--- src/rtl/rs_pkg.sv ---
package rs_pkg;

    // decoded rounding direction; RM_NONE when the selector is all zero
    typedef enum logic [2:0] {
        RM_EVEN = 3'd0,
        RM_AWAY = 3'd1,
        RM_UP   = 3'd2,
        RM_DOWN = 3'd3,
        RM_ZERO = 3'd4,
        RM_NONE = 3'd5
    } rmode_e;

    // class of the value being packed in this cycle
    typedef enum logic [2:0] {
        OC_NAN  = 3'd0,
        OC_INF  = 3'd1,
        OC_ZERO = 3'd2,
        OC_OVF  = 3'd3,
        OC_FIN  = 3'd4
    } oclass_e;

endpackage

--- src/rtl/rs_mode_decode.sv ---
module rs_mode_decode
    import rs_pkg::*;
#(
    parameter int MODE_W = 5
) (
    input  logic [MODE_W-1:0] sel_i,
    output rmode_e            mode_o
);

    // lowest set bit wins
    always_comb begin
        mode_o = RM_NONE;
        for (int k = MODE_W - 1; k >= 0; k--) begin
            if (sel_i[k]) begin
                mode_o = rmode_e'(k);
            end
        end
    end

    always_comb begin
        if (sel_i == '0) begin
            AST_EMPTY_SEL: assert (mode_o == RM_NONE);
        end else if (sel_i[0]) begin
            AST_BIT0_WINS: assert (mode_o == RM_EVEN);
        end
    end

endmodule

--- src/rtl/rs_denorm.sv ---
module rs_denorm #(
    parameter int SIG_W = 24,
    parameter int XW    = 10
) (
    input  logic signed [XW-1:0] exp_i,
    input  logic [SIG_W-1:0]     sig_i,
    input  logic                 g_i,
    input  logic                 s_i,
    output logic signed [XW-1:0] exp_o,
    output logic [SIG_W-1:0]     sig_o,
    output logic                 g_o,
    output logic                 s_o
);

    localparam int CAP = SIG_W + 1;
    localparam int SHW = $clog2(CAP + 1);
    localparam logic [SIG_W:0] ONES = '1;

    logic [SHW-1:0] amt;
    logic [SIG_W:0] ext, shifted, lost_mask;

    always_comb begin
        ext = {sig_i, g_i};
        if (exp_i > 0) begin
            amt = '0;
        end else if (int'(exp_i) < 1 - CAP) begin
            amt = SHW'(CAP);
        end else begin
            amt = SHW'(1 - int'(exp_i));
        end
        shifted   = ext >> amt;
        lost_mask = ~(ONES << amt);
        sig_o     = shifted[SIG_W:1];
        g_o       = shifted[0];
        s_o       = s_i | (|(ext & lost_mask));
        exp_o     = (exp_i > 0) ? exp_i : XW'(1);
    end

    always_comb begin
        if (exp_i < 1) begin
            AST_DENORM_HIDDEN: assert (!sig_o[SIG_W-1]);
        end
    end

endmodule

--- src/rtl/rs_round.sv ---
module rs_round
    import rs_pkg::*;
#(
    parameter int SIG_W = 24
) (
    input  rmode_e           mode_i,
    input  logic             sign_i,
    input  logic [SIG_W-1:0] sig_i,
    input  logic             g_i,
    input  logic             s_i,
    output logic [SIG_W-1:0] sig_o,
    output logic             carry_o,
    output logic             inc_o
);

    logic [SIG_W:0] sum;
    logic           lost;

    always_comb begin
        lost = g_i | s_i;
        unique case (mode_i)
            RM_EVEN: inc_o = g_i & (s_i | sig_i[0]);
            RM_AWAY: inc_o = g_i;
            RM_UP:   inc_o = lost & ~sign_i;
            RM_DOWN: inc_o = lost & sign_i;
            RM_ZERO: inc_o = 1'b0;
            RM_NONE: inc_o = 1'b0;
            default: inc_o = 1'b0;
        endcase
        sum     = {1'b0, sig_i} + (SIG_W + 1)'(inc_o);
        carry_o = sum[SIG_W];
        sig_o   = carry_o ? sum[SIG_W:1] : sum[SIG_W-1:0];
    end

    always_comb begin
        AST_INC_NEEDS_LOSS: assert (!inc_o || g_i || s_i);
        AST_ZERO_TRUNCATES: assert (!(mode_i == RM_ZERO && inc_o));
    end

endmodule

--- src/rtl/rs_round_stage.sv ---
module rs_round_stage
    import rs_pkg::*;
#(
    parameter int EXP_W  = 8,
    parameter int SIG_W  = 24,
    parameter int MODE_W = 5
) (
    input  logic                     clk,
    input  logic                     rst,
    input  logic                     in_sign,
    input  logic signed [EXP_W+1:0]  in_exp,
    input  logic [SIG_W-1:0]         in_sig,
    input  logic                     in_guard,
    input  logic                     in_sticky,
    input  logic                     in_nan,
    input  logic                     in_inf,
    input  logic                     in_zero,
    input  logic                     in_invalid,
    input  logic                     in_snan,
    input  logic [MODE_W-1:0]        rnd_sel,
    output logic [EXP_W+SIG_W-1:0]   res_o,
    output logic                     of_o,
    output logic                     uf_o,
    output logic                     nx_o,
    output logic                     nv_o
);

    localparam int XW     = EXP_W + 2;
    localparam int FRAC_W = SIG_W - 1;
    localparam int RES_W  = EXP_W + SIG_W;
    localparam int EMAX   = (1 << EXP_W) - 1;
    localparam logic [EXP_W-1:0]  EXP_ONES = '1;
    localparam logic [FRAC_W-1:0] FRAC_ONES = '1;
    localparam logic [RES_W-1:0]  QNAN =
        {1'b0, EXP_ONES, 1'b1, {(FRAC_W - 1){1'b0}}};

    rmode_e                mode;
    logic signed [XW-1:0]  exp_d;
    logic [SIG_W-1:0]      sig_d, sig_r;
    logic                  g_d, s_d, carry, inc;
    logic signed [XW:0]    exp_r;
    logic [EXP_W-1:0]      field;
    logic                  inexact, ovf, to_inf;
    oclass_e               cls;

    logic [RES_W-1:0]      res_n;
    logic                  of_n, uf_n, nx_n, nv_n;

    rs_mode_decode #(.MODE_W(MODE_W)) u_dec (
        .sel_i  (rnd_sel),
        .mode_o (mode)
    );

    rs_denorm #(.SIG_W(SIG_W), .XW(XW)) u_dn (
        .exp_i (in_exp),
        .sig_i (in_sig),
        .g_i   (in_guard),
        .s_i   (in_sticky),
        .exp_o (exp_d),
        .sig_o (sig_d),
        .g_o   (g_d),
        .s_o   (s_d)
    );

    rs_round #(.SIG_W(SIG_W)) u_rnd (
        .mode_i  (mode),
        .sign_i  (in_sign),
        .sig_i   (sig_d),
        .g_i     (g_d),
        .s_i     (s_d),
        .sig_o   (sig_r),
        .carry_o (carry),
        .inc_o   (inc)
    );

    // exponent after renormalisation and overflow test
    always_comb begin
        exp_r   = {exp_d[XW-1], exp_d} + (XW + 1)'(carry);
        inexact = g_d | s_d;
        ovf     = sig_r[SIG_W-1] && (exp_r >= (XW + 1)'(EMAX));
        field   = sig_r[SIG_W-1] ? exp_r[EXP_W-1:0] : '0;
        unique case (mode)
            RM_EVEN, RM_AWAY: to_inf = 1'b1;
            RM_UP:            to_inf = ~in_sign;
            RM_DOWN:          to_inf = in_sign;
            default:          to_inf = 1'b0;
        endcase
    end

    // classify the value for this cycle (priority: NaN, inf, zero, finite)
    always_comb begin
        if (mode == RM_NONE || in_nan || in_invalid) begin
            cls = OC_NAN;
        end else if (in_inf) begin
            cls = OC_INF;
        end else if (in_zero) begin
            cls = OC_ZERO;
        end else if (ovf) begin
            cls = OC_OVF;
        end else begin
            cls = OC_FIN;
        end
    end

    // next outputs
    always_comb begin
        nv_n = in_invalid | in_snan;
        of_n = 1'b0;
        uf_n = 1'b0;
        nx_n = 1'b0;
        unique case (cls)
            OC_NAN:  res_n = QNAN;
            OC_INF:  res_n = {in_sign, EXP_ONES, {FRAC_W{1'b0}}};
            OC_ZERO: res_n = {in_sign, {(RES_W - 1){1'b0}}};
            OC_OVF: begin
                res_n = to_inf ? {in_sign, EXP_ONES, {FRAC_W{1'b0}}}
                               : {in_sign, EXP_ONES - EXP_W'(1), FRAC_ONES};
                of_n  = 1'b1;
                nx_n  = 1'b1;
            end
            OC_FIN: begin
                res_n = {in_sign, field, sig_r[FRAC_W-1:0]};
                nx_n  = inexact;
                uf_n  = inexact && (field == '0);
            end
            default: res_n = QNAN;
        endcase
    end

    // output register
    always_ff @(posedge clk) begin
        if (rst) begin
            res_o <= '0;
            of_o  <= 1'b0;
            uf_o  <= 1'b0;
            nx_o  <= 1'b0;
            nv_o  <= 1'b0;
        end else begin
            res_o <= res_n;
            of_o  <= of_n;
            uf_o  <= uf_n;
            nx_o  <= nx_n;
            nv_o  <= nv_n;
        end
    end

    AST_UF_SUBNORMAL: assert property (@(posedge clk) disable iff (rst)
        uf_o |-> (nx_o && res_o[RES_W-2 -: EXP_W] == '0));

    AST_OF_SATURATES: assert property (@(posedge clk) disable iff (rst)
        of_o |-> (nx_o && res_o[RES_W-2 -: EXP_W] >= (EXP_ONES - EXP_W'(1))));

    AST_EMPTY_SEL_NAN: assert property (@(posedge clk) disable iff (rst)
        (!$past(rst) && $past(rnd_sel == '0))
            |-> (res_o == QNAN && !of_o && !uf_o && !nx_o));

    AST_RTZ_NO_INF: assert property (@(posedge clk) disable iff (rst)
        (!$past(rst) && $past(rnd_sel == MODE_W'(16)))
            |-> !(of_o && res_o[RES_W-2 -: EXP_W] == EXP_ONES));

    AST_NV_FOLLOWS: assert property (@(posedge clk) disable iff (rst)
        !$past(rst) |-> (nv_o == $past(in_invalid | in_snan)));

endmodule

--- config.mk ---
export PLATFORM = sky130hd
export DESIGN_NAME = rs_round_stage
export DESIGN_NICKNAME = d
export VERILOG_FILES = /design/src/rtl/rs_pkg.sv /design/src/rtl/rs_mode_decode.sv /design/src/rtl/rs_denorm.sv /design/src/rtl/rs_round.sv /design/src/rtl/rs_round_stage.sv
export SDC_FILE = /design/constraint.sdc
export NUM_CORES = 1
export LEC_CHECK = 0
export BUFFER_PORTS_ARGS = -buffer_cell sky130_fd_sc_hd__buf_2
export CAP_MARGIN = 20
export CORE_MARGIN = 2
export CORE_UTILIZATION = 44
export CTS_BUF_LIST = sky130_fd_sc_hd__clkbuf_8
export DETAILED_ROUTE_END_ITERATION = 8
export PLACE_DENSITY = 0.69
export SLEW_MARGIN = 20
export SYNTH_ARGS = -nofsm -noshare
export SYNTH_HDL_FRONTEND = slang
export SYNTH_HIERARCHICAL = 1
export SYNTH_SLANG_ARGS = --single-unit
--- constraint.sdc ---
create_clock -name clk -period 6.8 [get_ports clk]
set_input_delay 1.36 -clock clk [delete_from_list [all_inputs] [get_ports clk]]
set_output_delay 1.36 -clock clk [all_outputs]
set_load 0.02 [all_outputs]
==> results.toml <==
[sta]
setup_viol = 0
rsz0062_at_grt = "no"
final_hold_viol_count = 0
fmax_ghz = 0.155
final-max-slew-violation-count = 0
final.setup.tns_ns = 0
relSlewSlack_pct = 38.0
finalCriticalPeriod_ns = 6.45
whs_ns = 1.30
worstMarginPinSlew_ns = 0.929
fin_ws_ns = 0.352
finalCritPeriodShare_pct = 94.8

[place]
routabilityCongestion = 1.02
portBuffers = 84
dp_slack_ns = -0.112
dp_cells = 758
placed_area_sq_um = 4900
dpl.hpwl_um = 10900

[clock_network]
cts_tree = "done"
hold_buffers = 0
root_buffer = "clkbuf_8"
ctsHtreeMaxLevel = 2
cts_sinks = 36
cts_inserted_buffers = 5
cts_buffer_depth = 2
clkSlewWorstSetupHoldPaths_ns = 0.06

[cells_and_area]
drive_gt1_share_pct = 29.5
instances_no_fill = 766
regArea_sq_um = 721
nNetsFinal = 709
fillCellCount = 907
multi_input_area_sq_um = 3110
syn2layout_area_growth_pct = 21.7
design_area_sq_um = 5040
antennaDiodeCount = 0

[hold_path]
hold_path.startpoint = "in_snan"
hold_path_end = "nv_o"
min_path_type = "primary input to flop"
min_path_cells = 3

[synthesis]
postSynth.asyncResetShare_pct = 0
synth_most_common_cell = "nor2_1"
ys_seq_area_share_pct = 17.4
synthTopCellsByCount = "46 x nor2_1, 45 x inv_1, 40 x a21oi_1"
synth_seq_cells = 36
yosys.area.top_type_share_pct = 17.4
synth.net_count = 599
synth_area_leaders = "dfxtp_1 17%, mux4_2 6.5%, mux2i_1 6.3%, a21oi_1 4.8%, nor2_1 4.2%"
synthesis.area_sq_um = 4150
synth_ff_type = "dfxtp_1"
synth_edf_count = 0
avgSynthCellArea_sq_um = 7.61
yosys_warnings = 6
syn_inst = 545
yosysUniqueCellTypes = 82
yosysTopAreaCell = "dfxtp_1"

[global_route]
grt_max_degree = 24
grt_pass1_wl_um = 21700
grtUsageTotal_pct = 26.2
globalRouteOverflowTotal = 0
antenna_found_initial = 0
grt_pass1_vias = 4399

[flow_run]
cap_violations = 0

[route]
ant_nets = 0
vias = 4663
viasPerCell = 6.09
route.detailed.drc = 0
wire_per_inst_um = 17.6
first_pass_iters = 7
first_iter_violations = 290
routed_wl_um = 13500

[critical_path]
crit_arrival_ns = 6.60
crit_required_ns = 6.95
endpoint_kind = "flop"
path_class = "primary input to flop"
cp_max_fo = 23
critPathLaunchType = "primary input"

[floorplanning]
io_pins = 85
initial_core_util_pct = 45.1
die_y_um = 101
die_w_um = 101
die_area_sq_um = 10200
core.rowCount = 35
fp.coreArea_sq_um = 9200

[outcome]
outcome = "complete, no violations"

[power]
powerDensity_nw_per_um2 = 123
p_leak_nw = 2.20
ir_worst_vdd_mv = 0.0747
## power breakdown
group	switching [mW]	total [mW]	leakage, nW	internal (mW)
sequential	0.00133	0.218	0.294	0.217
combinational	0.144	0.241	1.86	0.0967
clock	0.0688	0.159	0.0503	0.0901
## worst max-delay path by stage
stage,start,to,slack [ns],cells past startpoint
after floorplan,in_exp[1],res_o[11],0.26,26
after global placement,in_exp[0],res_o[22],0.12,22
after detailed placement,in_exp[0],res_o[23],-0.11,22
after CTS,in_exp[0],res_o[23],0.17,23
after global routing,in_exp[2],res_o[22],0.03,23
final,in_exp[0],res_o[22],0.35,23
## what timing repair did
item | 4_1_cts | 5_1_grt
gates resized for setup | 0 | 10
endpoints found under the setup margin | 0 | 34
buffers inserted | 0 | 1
## worst max-delay path, cell delays in order
cell and delay, ns:
buf_2 0.14, nor4_4 0.33, nand3_2 0.23, nand2_8 0.20, mux4_2 0.57, a221o_1 0.43
a22o_1 0.22, a21o_1 0.17, or3_1 0.31, a21oi_1 0.15, a2111oi_1 0.08, ha_1 0.23
ha_1 0.19, and4_1 0.21, nand4_1 0.13, nor2_2 0.07, ha_2 0.21, xor2_1 0.19
nand3b_1 0.17, a2111oi_4 0.41, buf_4 0.19, o31a_4 0.27, o221ai_1 0.14
## per-layer routing
| metal | global-route usage [%] | vias up | share of wire, % |
|---|---|---|---|
| met2 | 44.7 | 214 | 48 |
| met4 | 10.7 | 0 | 2.8 |
| li1 | - | 2246 | - |
| met3 | 2.70 | 38 | 6.0 |
| met1 | 33.5 | 2165 | 43 |
| met5 | 0 | - | 0 |
## flip-flops by register name, summed over array words and instances (netlist names)
register,cells
nx_o,1
nv_o,1
of_o,1
uf_o,1
res_o,32
## layout make-up
type                            instances  share of cell area (%)
Multi-Input combinational cell        431                    61.6
Tap cell                              111                    2.75
Clock buffer                            7                    1.91
Sequential cell                        36                    14.3
Inverter                               45                    3.35
Timing Repair Buffer                  136                    16.1
## layout by cell type (no fill, tap or decap), types with 5 or more instances in the layout
| cell type | netlist | routed |
|---|---|---|
| buf_2 | 11 | 84 |
| buf_4 | 3 | 52 |
| nor2_1 | 46 | 45 |
| inv_1 | 45 | 45 |
| a21oi_1 | 40 | 40 |
| dfxtp_1 | 36 | 36 |
| nand2_1 | 35 | 35 |
| mux2i_1 | 26 | 26 |
| o21ai_1 | 22 | 22 |
| o21ai_0 | 21 | 21 |
| nor3_1 | 18 | 18 |
| xnor2_1 | 16 | 16 |
| nand4_1 | 14 | 14 |
| o211ai_1 | 13 | 13 |
| nand3_1 | 12 | 12 |
| mux4_2 | 12 | 12 |
| xor2_1 | 8 | 8 |
| or3_1 | 7 | 7 |
| clkbuf_8 | 0 | 7 |
| nor2b_1 | 7 | 7 |
| and2_1 | 8 | 7 |
| and4_1 | 6 | 6 |
| mux2_2 | 6 | 6 |
| o22ai_1 | 6 | 6 |
| and3_1 | 5 | 5 |
| a31oi_1 | 5 | 5 |
| nor4_1 | 5 | 5 |
## logic make-up after synthesis
family | after synthesis | share of synthesized area (%)
AO/OA/AOI/OAI | 162 | 26.5
XOR/XNOR | 24 | 5.07
adder cells (fa/ha/maj) | 5 | 1.51
buffers and inverters | 78 | 8.57
flip-flops | 36 | 17.4
multiplexers | 44 | 14.4
other | 1 | 0.0905
AND/OR/NAND/NOR | 195 | 26.4
## stage by stage
stage / util [%] / total power, mW
finish: 54.8 / 0.618
global route: 54.8 / 0.651
CTS: 54.3 / 0.612
detailed placement: 53.3 / 0.456
global placement: 53.3 / 0.454
floorplan: - / 0.372
Note: power is estimated with default switching activity, not from simulation.
